**config.mk**
```make
export PLATFORM = sky130hd
export DESIGN_NAME = rdcyc_ctrl
export DESIGN_NICKNAME = d
export VERILOG_FILES = /design/src/rtl/rdcyc_pkg.sv /design/src/rtl/rdcyc_sync.sv /design/src/rtl/rdcyc_fsm.sv /design/src/rtl/rdcyc_guard.sv /design/src/rtl/rdcyc_ctrl.sv
export SDC_FILE = /design/constraint.sdc
export NUM_CORES = 1
export LEC_CHECK = 0
export BUFFER_PORTS_ARGS = -buffer_cell sky130_fd_sc_hd__buf_2
export CELL_PAD_IN_SITES_DETAIL_PLACEMENT = 0
export CELL_PAD_IN_SITES_GLOBAL_PLACEMENT = 2
export CORE_MARGIN = 10
export CORE_UTILIZATION = 29
export DETAILED_ROUTE_END_ITERATION = 7
export GPL_TIMING_DRIVEN = 0
export PLACE_DENSITY_LB_ADDON = 0.1
export SYNTH_ARGS = -nofsm -noshare
export SYNTH_HDL_FRONTEND = slang
export SYNTH_SLANG_ARGS = --single-unit
```
**constraint.sdc**
```tcl
create_clock -name clk -period 1.5 [get_ports clk]
set_input_delay 0.3 -clock clk [delete_from_list [all_inputs] [get_ports clk]]
set_output_delay 0.3 -clock clk [all_outputs]
set_load 0.02 [all_outputs]
```
**src/rtl/rdcyc_pkg.sv**
```systemverilog
package rdcyc_pkg;

  localparam int PHASE_W = 4;

  typedef enum logic [PHASE_W-1:0] {
    PH_IDLE     = 4'd0,
    PH_ARM      = 4'd1,
    PH_STROBE   = 4'd2,
    PH_ENABLE   = 4'd3,
    PH_ACKED    = 4'd4,
    PH_DATA_OFF = 4'd5,
    PH_REL_BUS  = 4'd6,
    PH_REL_DEV  = 4'd7,
    PH_WAIT_DEV = 4'd8
  } phase_e;

endpackage

```
**src/rtl/rdcyc_sync.sv**
```systemverilog
module rdcyc_sync #(
  parameter int STAGES = 2,
  parameter int WIDTH  = 2
) (
  input  logic             clk,
  input  logic             rst,
  input  logic [WIDTH-1:0] d_in,
  output logic [WIDTH-1:0] d_out
);

  // a chain of at least two flops per bit
  localparam int DEPTH = (STAGES < 2) ? 2 : STAGES;

  logic [DEPTH-1:0][WIDTH-1:0] chain_q;

  always_ff @(posedge clk) begin
    if (rst) chain_q <= '0;
    else     chain_q <= {chain_q[DEPTH-2:0], d_in};
  end

  assign d_out = chain_q[DEPTH-1];

endmodule

```
**src/rtl/rdcyc_fsm.sv**
```systemverilog
module rdcyc_fsm
  import rdcyc_pkg::*;
(
  input  logic   clk,
  input  logic   rst,
  input  logic   req,
  input  logic   ack,
  input  logic   bus_first,
  output phase_e phase,
  output logic   code_bit,
  output logic   dev_strobe,
  output logic   xcvr_en,
  output logic   bus_ack
);

  phase_e phase_q;
  logic   code_q, lds_q, den_q, dtack_q;

  always_ff @(posedge clk) begin
    if (rst) begin
      phase_q <= PH_IDLE;
      code_q  <= 1'b0;
      lds_q   <= 1'b0;
      den_q   <= 1'b0;
      dtack_q <= 1'b0;
    end else begin
      case (phase_q)
        PH_IDLE: if (req) begin
          phase_q <= PH_ARM;
          code_q  <= 1'b1;
        end
        PH_ARM: begin
          phase_q <= PH_STROBE;
          lds_q   <= 1'b1;
        end
        PH_STROBE: if (ack) begin
          phase_q <= PH_ENABLE;
          den_q   <= 1'b1;
        end
        PH_ENABLE: begin
          phase_q <= PH_ACKED;
          dtack_q <= 1'b1;
        end
        PH_ACKED: if (!req) begin
          phase_q <= PH_DATA_OFF;
          den_q   <= 1'b0;
        end
        PH_DATA_OFF: begin
          if (bus_first) begin
            phase_q <= PH_REL_BUS;
            dtack_q <= 1'b0;
          end else begin
            phase_q <= PH_REL_DEV;
            lds_q   <= 1'b0;
          end
        end
        PH_REL_BUS: begin
          phase_q <= PH_WAIT_DEV;
          lds_q   <= 1'b0;
        end
        PH_REL_DEV: begin
          phase_q <= PH_WAIT_DEV;
          dtack_q <= 1'b0;
        end
        PH_WAIT_DEV: if (!ack) begin
          phase_q <= PH_IDLE;
          code_q  <= 1'b0;
        end
        default: phase_q <= PH_IDLE;
      endcase
    end
  end

  assign phase      = phase_q;
  assign code_bit   = code_q;
  assign dev_strobe = lds_q;
  assign xcvr_en    = den_q;
  assign bus_ack    = dtack_q;


  den_needs_lds_chk: assert property (@(posedge clk) disable iff (rst)
    den_q |-> lds_q);


  lds_needs_code_chk: assert property (@(posedge clk) disable iff (rst)
    $rose(lds_q) |-> code_q);


  dtack_after_den_chk: assert property (@(posedge clk) disable iff (rst)
    $rose(dtack_q) |-> den_q);


  dtack_drop_after_den_chk: assert property (@(posedge clk) disable iff (rst)
    $fell(dtack_q) |-> !den_q);


  lds_drop_after_den_chk: assert property (@(posedge clk) disable iff (rst)
    $fell(lds_q) |-> !den_q);


  code_clear_when_quiet_chk: assert property (@(posedge clk) disable iff (rst)
    $fell(code_q) |-> (!lds_q && !dtack_q));

endmodule

```
**src/rtl/rdcyc_guard.sv**
```systemverilog
module rdcyc_guard (
  input  logic clk,
  input  logic rst,
  input  logic req,
  input  logic ack,
  input  logic dev_strobe,
  input  logic bus_ack,
  input  logic fast_mode,
  output logic err
);

  logic req_q, ack_q, err_q;
  logic req_rise, req_fall, ack_rise, ack_fall, viol;

  assign req_rise = req & ~req_q;
  assign req_fall = ~req & req_q;
  assign ack_rise = ack & ~ack_q;
  assign ack_fall = ~ack & ack_q;

  assign viol = (req_fall & ~bus_ack)
              | (req_rise &  bus_ack)
              | (ack_rise & ~dev_strobe)
              | (ack_fall &  dev_strobe)
              | (fast_mode & req_rise & ack);

  always_ff @(posedge clk) begin
    if (rst) begin
      req_q <= 1'b0;
      ack_q <= 1'b0;
      err_q <= 1'b0;
    end else begin
      req_q <= req;
      ack_q <= ack;
      err_q <= err_q | viol;
    end
  end

  assign err = err_q;


  err_sticky_chk: assert property (@(posedge clk) disable iff (rst)
    err_q |=> err_q);


  err_clear_after_reset_chk: assert property (@(posedge clk) disable iff (rst)
    $past(rst) |-> !err_q);

endmodule

```
**src/rtl/rdcyc_ctrl.sv**
```systemverilog
module rdcyc_ctrl
  import rdcyc_pkg::*;
#(
  parameter int SYNC_STAGES = 2
) (
  input  logic               clk,
  input  logic               rst,
  input  logic               bus_strobe,
  input  logic               dev_ack,
  input  logic               release_bus_first,
  input  logic               assume_fast_release,
  output logic               dev_strobe,
  output logic               xcvr_en,
  output logic               bus_ack,
  output logic [PHASE_W-1:0] phase,
  output logic               proto_err
);

  logic [1:0] raw_in, sync_w;
  logic       req_s, ack_s, code_bit;
  phase_e     phase_w;

  assign raw_in = {bus_strobe, dev_ack};

  rdcyc_sync #(.STAGES(SYNC_STAGES), .WIDTH(2)) u_sync (
    .clk   (clk),
    .rst   (rst),
    .d_in  (raw_in),
    .d_out (sync_w)
  );

  assign req_s = sync_w[1];
  assign ack_s = sync_w[0];

  rdcyc_fsm u_fsm (
    .clk        (clk),
    .rst        (rst),
    .req        (req_s),
    .ack        (ack_s),
    .bus_first  (release_bus_first),
    .phase      (phase_w),
    .code_bit   (code_bit),
    .dev_strobe (dev_strobe),
    .xcvr_en    (xcvr_en),
    .bus_ack    (bus_ack)
  );

  rdcyc_guard u_guard (
    .clk        (clk),
    .rst        (rst),
    .req        (req_s),
    .ack        (ack_s),
    .dev_strobe (dev_strobe),
    .bus_ack    (bus_ack),
    .fast_mode  (assume_fast_release),
    .err        (proto_err)
  );

  assign phase = phase_w;


  code_set_while_active_chk: assert property (@(posedge clk) disable iff (rst)
    (dev_strobe || bus_ack) |-> code_bit);

endmodule

```
; Yosys cells after proc, flatten, opt, wreduce, memory -nomap -nowiden
; Cells that the tools add are included.
[totals]
ff_bits = 14
inputBits = 6
out_inout_bits = 8
elab_cells = 66
[classes]
n_eq_ne = 14
mux = 13
bitwise_logic = 21
n_reduce_logical = 9
[op_table]
columns = op, count
row1 = one-hot mux 4 bit (8 select lines), 1
row2 = "== test 4 x 3 -> 1 bit, second input constant", 4
row3 = two-way mux 4 bit, 4
row4 = "inequality test 2 bit, second input constant", 6
row5 = AND 1 bit, 10
row6 = "== test 4 x 2 -> 1 bit, second input constant", 2
row7 = inverter 1 bit, 6
row8 = one-hot mux 1 bit (3 select lines), 2
row9 = nonzero test 3 bit, 2
row10 = two-way mux 1 bit, 5
row11 = OR 1 bit, 5
row12 = "== test 4 x 1 -> 1 bit, second input constant", 1
row13 = "== test 4 bit, second input constant", 1
row14 = logical NOT 4 bit, 1
row15 = AND reduction 2 bit, 2
row16 = AND reduction 4 bit, 1
row17 = AND reduction 3 bit, 1
row18 = one-hot mux 1 bit (2 select lines), 1
row19 = nonzero test 2 bit, 1
row20 = OR reduction 2 bit, 1

; Longest topological paths before layout
; Gate-level depths: netlist (run 1).
[logic_depth]
word_depth = 8
mapped_depth = 4
mapped_depth_nobuf = 3

; Modules after synthesis
; From an unflattened synthesis (run 1), not the netlist that was laid out.
[hier_totals]
cells_unflattened = 65
area_unflattened_um2 = 645.6
[by_module_without_submodules]
columns = module, n_inst, cells_per_inst, area_per_inst_um2, seq_area_each_um2
row1 = rdcyc_fsm, 1, 42, 401.6, 160.2
row2 = rdcyc_guard, 1, 13, 123.9, 60.1
row3 = rdcyc_sync, 1, 10, 120.1, 80.1

; Worst setup path after synthesis (run 1)
; Ideal clock, no wire load.
[synth_path]
kind = register -> register
from = register u_fsm.phase_q[2], in the netlist u_fsm.phase[2]
to = register u_fsm.den_q, in the netlist u_fsm.xcvr_en
setup_time_ps = 132
arrival_time_ps = 1237
required_time_ps = 1368
path_slack_ps = 130
path_stages_with_launch = 5
path_buffers = 1
synth_period_minus_slack_ps = 1370
path_cell_list = dfxtp_1 -> buf_4 -> or4b_1 -> o21ai_0 -> a21oi_1
[synth_via]
elab_chain_cells = 3
word_cells_on_any_way = 7
cone_classes = eq/ne (4) / mux (1) / reduce/logical (2)
[synth_lines]
columns = element, line_no
row1 = from (decl), rdcyc_fsm.sv:16  ; phase_e phase_q;
row2 = from (signal assigned), rdcyc_fsm.sv:21  ; phase_q <= PH_IDLE;
row3 = from (signal assigned), rdcyc_fsm.sv:29  ; phase_q <= PH_ARM;
row4 = from (signal assigned), rdcyc_fsm.sv:33  ; phase_q <= PH_STROBE;
row5 = == test 4 x 3 -> 1 bit or == test 4 x 2 -> 1 bit (tied branches), rdcyc_fsm.sv:27  ; case (phase_q)
row6 = inequality test 2 bit (no source line) or nonzero test 2 bit (tied branches), n/a
row7 = AND reduction 3 bit (no source line), n/a
row8 = to (signal assigned), rdcyc_fsm.sv:24  ; den_q <= 1'b0;
row9 = to (signal assigned), rdcyc_fsm.sv:38  ; den_q <= 1'b1;
row10 = to (signal assigned), rdcyc_fsm.sv:46  ; den_q <= 1'b0;
row11 = to (decl), rdcyc_fsm.sv:17  ; logic code_q, lds_q, den_q, dtack_q;
; Several ways; a longest one is shown, not always the timed one.
; A chain may end at the register's enable or synchronous reset.

; Worst setup path after layout (run 1)
; Same ends and word-level chain as after synthesis.

==> results of run 1 <==
[power groups by stage]
| stage | clock network, uW | registers (uW) | logic, uW |
|---|---|---|---|
| floorplan | 0 | 427 | 48.1 |
| global placement | 0 | 418 | 93.9 |
| global route | 305 | 412 | 104 |
| CTS | 287 | 409 | 93.4 |
| finish | 271 | 408 | 92.2 |
| detailed placement | 0 | 417 | 93.0 |
[logic make-up (layout without fill, tap and decap cells)]
| group | Yosys count | after routing | synth area share |
|---|---|---|---|
| AND/OR/NAND/NOR | 24 | 24 | 0.264 |
| AO/OA/AOI/OAI | 18 | 18 | 0.201 |
| flip-flops | 14 | 14 | 0.474 |
| buffers and inverters | 5 | 22 | 0.0423 |
| multiplexers | 1 | 1 | 0.0190 |
[state kept, by name (all words and copies together) (netlist names)]
name / count
u_fsm.bus_ack: 1
u_guard.req_q: 1
u_sync.chain_q: 2
u_fsm.phase: 4
u_guard.ack_q: 1
u_fsm.dev_strobe: 1
u_guard.err: 1
u_sync.d_out: 2
u_fsm.xcvr_en: 1
[per-layer routing]
metal  GRT usage  vias to the layer above  wire length (um)
met3      0.0305                        4                93
li1            -                      260                 -
met4      0.0481                        0                27
met5           0                        -                 0
met1      0.0913                      227               741
met2       0.101                       19               545
[worst max-delay path by stage]
| stage | startpoint | to | slack, ns | cells past startpoint |
|---|---|---|---|---|
| CTS | u_fsm.phase[2] | u_fsm.xcvr_en | 0.13 | 4 |
| global placement | u_fsm.phase[2] | u_fsm.xcvr_en | 0.22 | 4 |
| finish | u_fsm.phase[2] | u_fsm.xcvr_en | 0.16 | 4 |
| floorplan | u_fsm.phase[2] | u_fsm.xcvr_en | 0.13 | 4 |
| global route | u_fsm.phase[2] | u_fsm.xcvr_en | 0.04 | 4 |
| detailed placement | u_fsm.phase[2] | u_fsm.xcvr_en | 0.15 | 4 |
[area by class of cell]
type	instances	area (sq um)
tap	27	33.8
fill	210	1210
buffer	4	21.3
multi-input combinational	43	287
inverter	1	3.75
timing repair buffer	13	65.1
clock buffer	4	36.3
sequential	14	280
[cells in the final DEF (no fill, tap or decap), drive strengths merged, types with 2 or more instances in the layout]
master  synthesis  routed
buf             3      16
dfxtp          14      14
a21oi           7       7
nor2b           7       7
clkbuf          1       5
nand2b          4       4
a211oi          3       3
nor2            3       3
or4b            2       2
[per-stage QoR]
step / std cells / power (uW)
after global routing: 106 / 821
after global placement: 102 / 511
after detailed placement: 102 / 511
after floorplan: 62 / 476
final: 106 / 771
after CTS: 106 / 789
[worst max-delay path, delay by kind of cell (launching register included)]
kind	cells	cell delay [ns]
AO/OA/AOI/OAI	2	0.24
buffers and inverters	1	0.17
AND/OR/NAND/NOR	1	0.44
flip-flops	1	0.35
==> results.toml, run 1 <==
[power_and_ir_drop]
p_sw_frac = 0.250
clkPwrFrac = 0.351
p_seq_frac = 0.529
switching_power_uw = 193
combPwrFrac = 0.119
p_leak_uw = 0.000292
peakVddDrop_mv = 0.490
intPower_uw = 579
powerDensity_nw_per_um2 = 1060

[clocking]
numCtsBuffers = 3
cts_buffer_depth = 2
cts_root_buf = "clkbuf_4"
cts_setup_buffers = 0
htreeDepth = 1
cts.sinks = 14
clock_latency_ns = 0.28
clkTransAtPathRegs_ns = 0.09
cts_resized = 0
cts_hold_buffers = 0
cts_tree = "yes"

[worst_hold_path]
hold_end = "u_sync.chain_q[0]"
hold_path_depth = 2
hp-start = "dev_ack"
hp-class = "in2reg"

[sta]
fmax_ghz = 0.744
setup-violations-final = 0
slew_viol_final = 0
slew-limit-headroom = 0.671
finalCritPeriodShare = 0.896
skew_ns = 0.00513
grt_setup_unrepaired = "false"
hold_ws_ns = 0.222
tns_ns = 0
worst_pin_slew_ns = 0.493
worst_slack_ns = 0.157
timing_hold_violations_final = 0
layout_min_cycle_time_ns = 1.34

[layout]
diodes = 0
final_util = 0.374
final_nets = 86
layout-drive-gt1-share = 0.291
syn2layout_area_growth_pct = 22.8
design_area_sq_um = 727

[synth]
synth_commonest_cells = "14 x dfxtp_1, 7 x a21oi_1, 7 x nor2b_1"
seq_area_frac_synth = 0.474
synth_edf_count = 0
synth_area_leader_cell = "dfxtp_1"
synth_nets = 68
syn_area_sq_um = 592
syn_avg_cell_area_sq_um = 9.55
ys_warn_count = 0
synth_most_common_cell = "dfxtp_1"
synthCells = 62
synth_top_area_share = 0.474
ys_ff_latch = 14
synthFlopType = "dfxtp_1"
synth_area_leaders = "dfxtp_1 47%, nor2b_1 7.4%, a21oi_1 5.9%"
synthArstFlopShare = 0
ys_types = 28

[floorplanning]
boundaryPins = 14
die_area_sq_um = 4250
core_sq_um = 1940
die_y_um = 65.2
start_util = 0.305
chipWidth_um = 65.2
num_rows = 16

[detailed_routing]
drc_errors = 0
drt_wl_total_um = 1410
vias = 510
wire_per_inst_um = 13.3
drtPass1Iterations = 4
drt_iter0_drc = 12
drtAntennaViolNets = 0
vias_per_cell = 4.81

[critical_path]
rr_worst_depth = 4
r2r_slack_ns = 0.16
r2r-end = "u_fsm.xcvr_en"
crit_type = "reg2reg"
worstPathCellList = "buf_4 -> or4b_1 -> o21ai_0 -> a21oi_1"
cp.required_ns = 1.65
end_kind = "flop"
start_kind = "flop"
arrival_ns = 1.49
slowest_delay_ns = 0.44
worstReg2RegStart = "u_fsm.phase[2]"
slowest_stage = "or4b_1"
cp_max_fo = 10

[place]
io_buffer_count = 13
gp_congestion = 0.719
dp_slack_ns = 0.147
placed_area_sq_um = 691
dpl.hpwl_um = 998

[global_routing]
grt_pass1_wl_um = 2420
grt_antenna_before_repair = 0
overflow = 0
grt_usage = 0.0736
grt_max_degree = 11
grt_pass1_vias = 536

[status]
run_status = "complete, no violations"

[run]
drv_cap = 0
No activity file was read; power rests on OpenSTA's default activity.
==> run 2: changes to the inputs <==
REMOVE_ABC_BUFFERS = 1   (was default)
TNS_END_PERCENT = 10   (was default)
==> run 2 against run 1 <==
  * Sequential share of layout area is 1.3 points higher
  * Combinational power is 9.7% lower
  * Worst setup slack worse by 0.037 ns
  * Non-clock buffer count is 4 lower
  * Register-to-register slack hardly changed
  * Via count is 8.0% lower
  * Global-route usage is 0.87 points lower
  * Clock power hardly changed
  * Utilization is 1.0 points lower
  * Fmax is 2.7% lower
  * Critical path type is now reg2out
  * Critical endpoint is now phase[3]
  * Largest power group unchanged
  * Highest routed layer unchanged
==> results.toml, run 2 (same netlist as run 1, synthesis figures left out) <==
[clocking]
cts_buffer_depth = 2
cts_hold_buffers = 0
cts_root_buf = "clkbuf_4"
clkTransAtPathRegs_ns = 0.09
clock_latency_ns = 0.28
cts.sinks = 14
htreeDepth = 1
numCtsBuffers = 3
cts_tree = "yes"

[layout]
syn2layout_area_growth_pct = 19.5
ff_latch_area_sq_um = 282
final_nets = 82
largest_register_ffs = 4
fill_cells = 223
layout-drive-gt1-share = 0.280
diodes = 0
final_cell_mix = "13 x buf_2, 13 x dfxtp_1, 7 x a21oi_1, 7 x nor2b_1, 4 x nand2b_1"
multiInputGateArea_sq_um = 287

[place]
io_buffer_count = 13
gp_congestion = 0.711
dpl.hpwl_um = 904
dp_slack_ns = 0.0984

[critical_path]
slowest_stage = "dfxtp_1"
cp_max_fo = 13
crit_type = "reg2out"
worstPathCellList = "buf_2"
crit_family = "flip-flops"
slowest_delay_ns = 0.56
arrival_ns = 1.08
crit_buf_inv = 1
cp.required_ns = 1.20
start_kind = "flop"
end_kind = "output port"

[sta]
worst_pin_slew_ns = 0.383
fmax_ghz = 0.725
layout_min_cycle_time_ns = 1.38
skew_ns = 0.00396
slew-limit-headroom = 0.744
slew_viol_final = 0
hold_ws_ns = 0.230
timing_hold_violations_final = 0
worst_slack_ns = 0.120
finalCritPeriodShare = 0.920
grt_setup_unrepaired = "false"
tns_ns = 0
setup-violations-final = 0

[global_routing]
grt_antenna_before_repair = 0
overflow = 0
grt_usage = 0.0649
grt_pass1_vias = 460
grt_max_degree = 15
grt_pass1_wl_um = 2160

[detailed_routing]
drtPass1Iterations = 4
drc_errors = 0
vias = 469
vias_per_cell = 4.60
drt_wl_total_um = 1290
wire_per_inst_um = 12.6
drtAntennaViolNets = 0
drt_iter0_drc = 8

[floorplanning]
die_y_um = 65.2
chipWidth_um = 65.2
core_sq_um = 1940
start_util = 0.305
boundaryPins = 14
num_rows = 16
die_area_sq_um = 4250

[status]
run_status = "complete, no violations"

[power_and_ir_drop]
p_leak_uw = 0.000275
powerDensity_nw_per_um2 = 1080
peakVddDrop_mv = 0.432

[worst_hold_path]
hp-class = "in2reg"

[run]
drv_cap = 0
## run 2: cell types whose count changed in the layout (fill, tap and decap cells not counted), sizes merged
cell	previous run	this run
buf	16	13
clkbuf	5	4
## run 2: metal layers
metal	vias to the layer above	global-route usage	share of wire
met1	207	0.0774	0.49
met4	0	0.0401	0.0070
li1	249	-	-
met2	11	0.0902	0.44
met3	2	0.0322	0.057
met5	-	0	0
## run 2: layout make-up
| type | instances | share of cell area |
|---|---|---|
| sequential | 14 | 0.398 |
| inverter | 1 | 0.00531 |
| multi-input combinational | 43 | 0.405 |
| clock buffer | 4 | 0.0513 |
| tap | 27 | 0.0478 |
| timing repair buffer | 13 | 0.0920 |
## run 2: path summary, 6_finish.rpt
| path | start | endpoint | slack (ns) | cells after the start |
|---|---|---|---|---|
| max | u_fsm.phase[3] | phase[3] | 0.12 | 1 |
| min | bus_strobe | u_sync.chain_q[1] | 0.23 | 2 |
| max reg2reg | u_fsm.phase[2] | u_fsm.xcvr_en | 0.15 | 3 |
| min reg2reg | u_sync.chain_q[1] | u_sync.d_out[1] | 0.44 | 1 |
## run 2: metrics by stage
stage               cell area (sq um)  total power (uW)  instances  utilization
floorplan                         571               470         58            -
global placement                  669               507         98        0.345
detailed placement                669               507         98        0.345
CTS                               706               780        102        0.363
global route                      707               811        102        0.364
finish                            707               766        102        0.364
## run 2: repair_timing
| action | 4_1_cts | 5_1_grt |
|---|---|---|
| setup buffers | 0 | 0 |
| endpoints found under the setup margin | 0 | 1 |
| gates resized for setup | 0 | 1 |
## run 2: report_power, final
part	internal, uW	switching, uW
combinational	38.7	44.6
sequential	391	22.4
clock	147	122
total	577	189
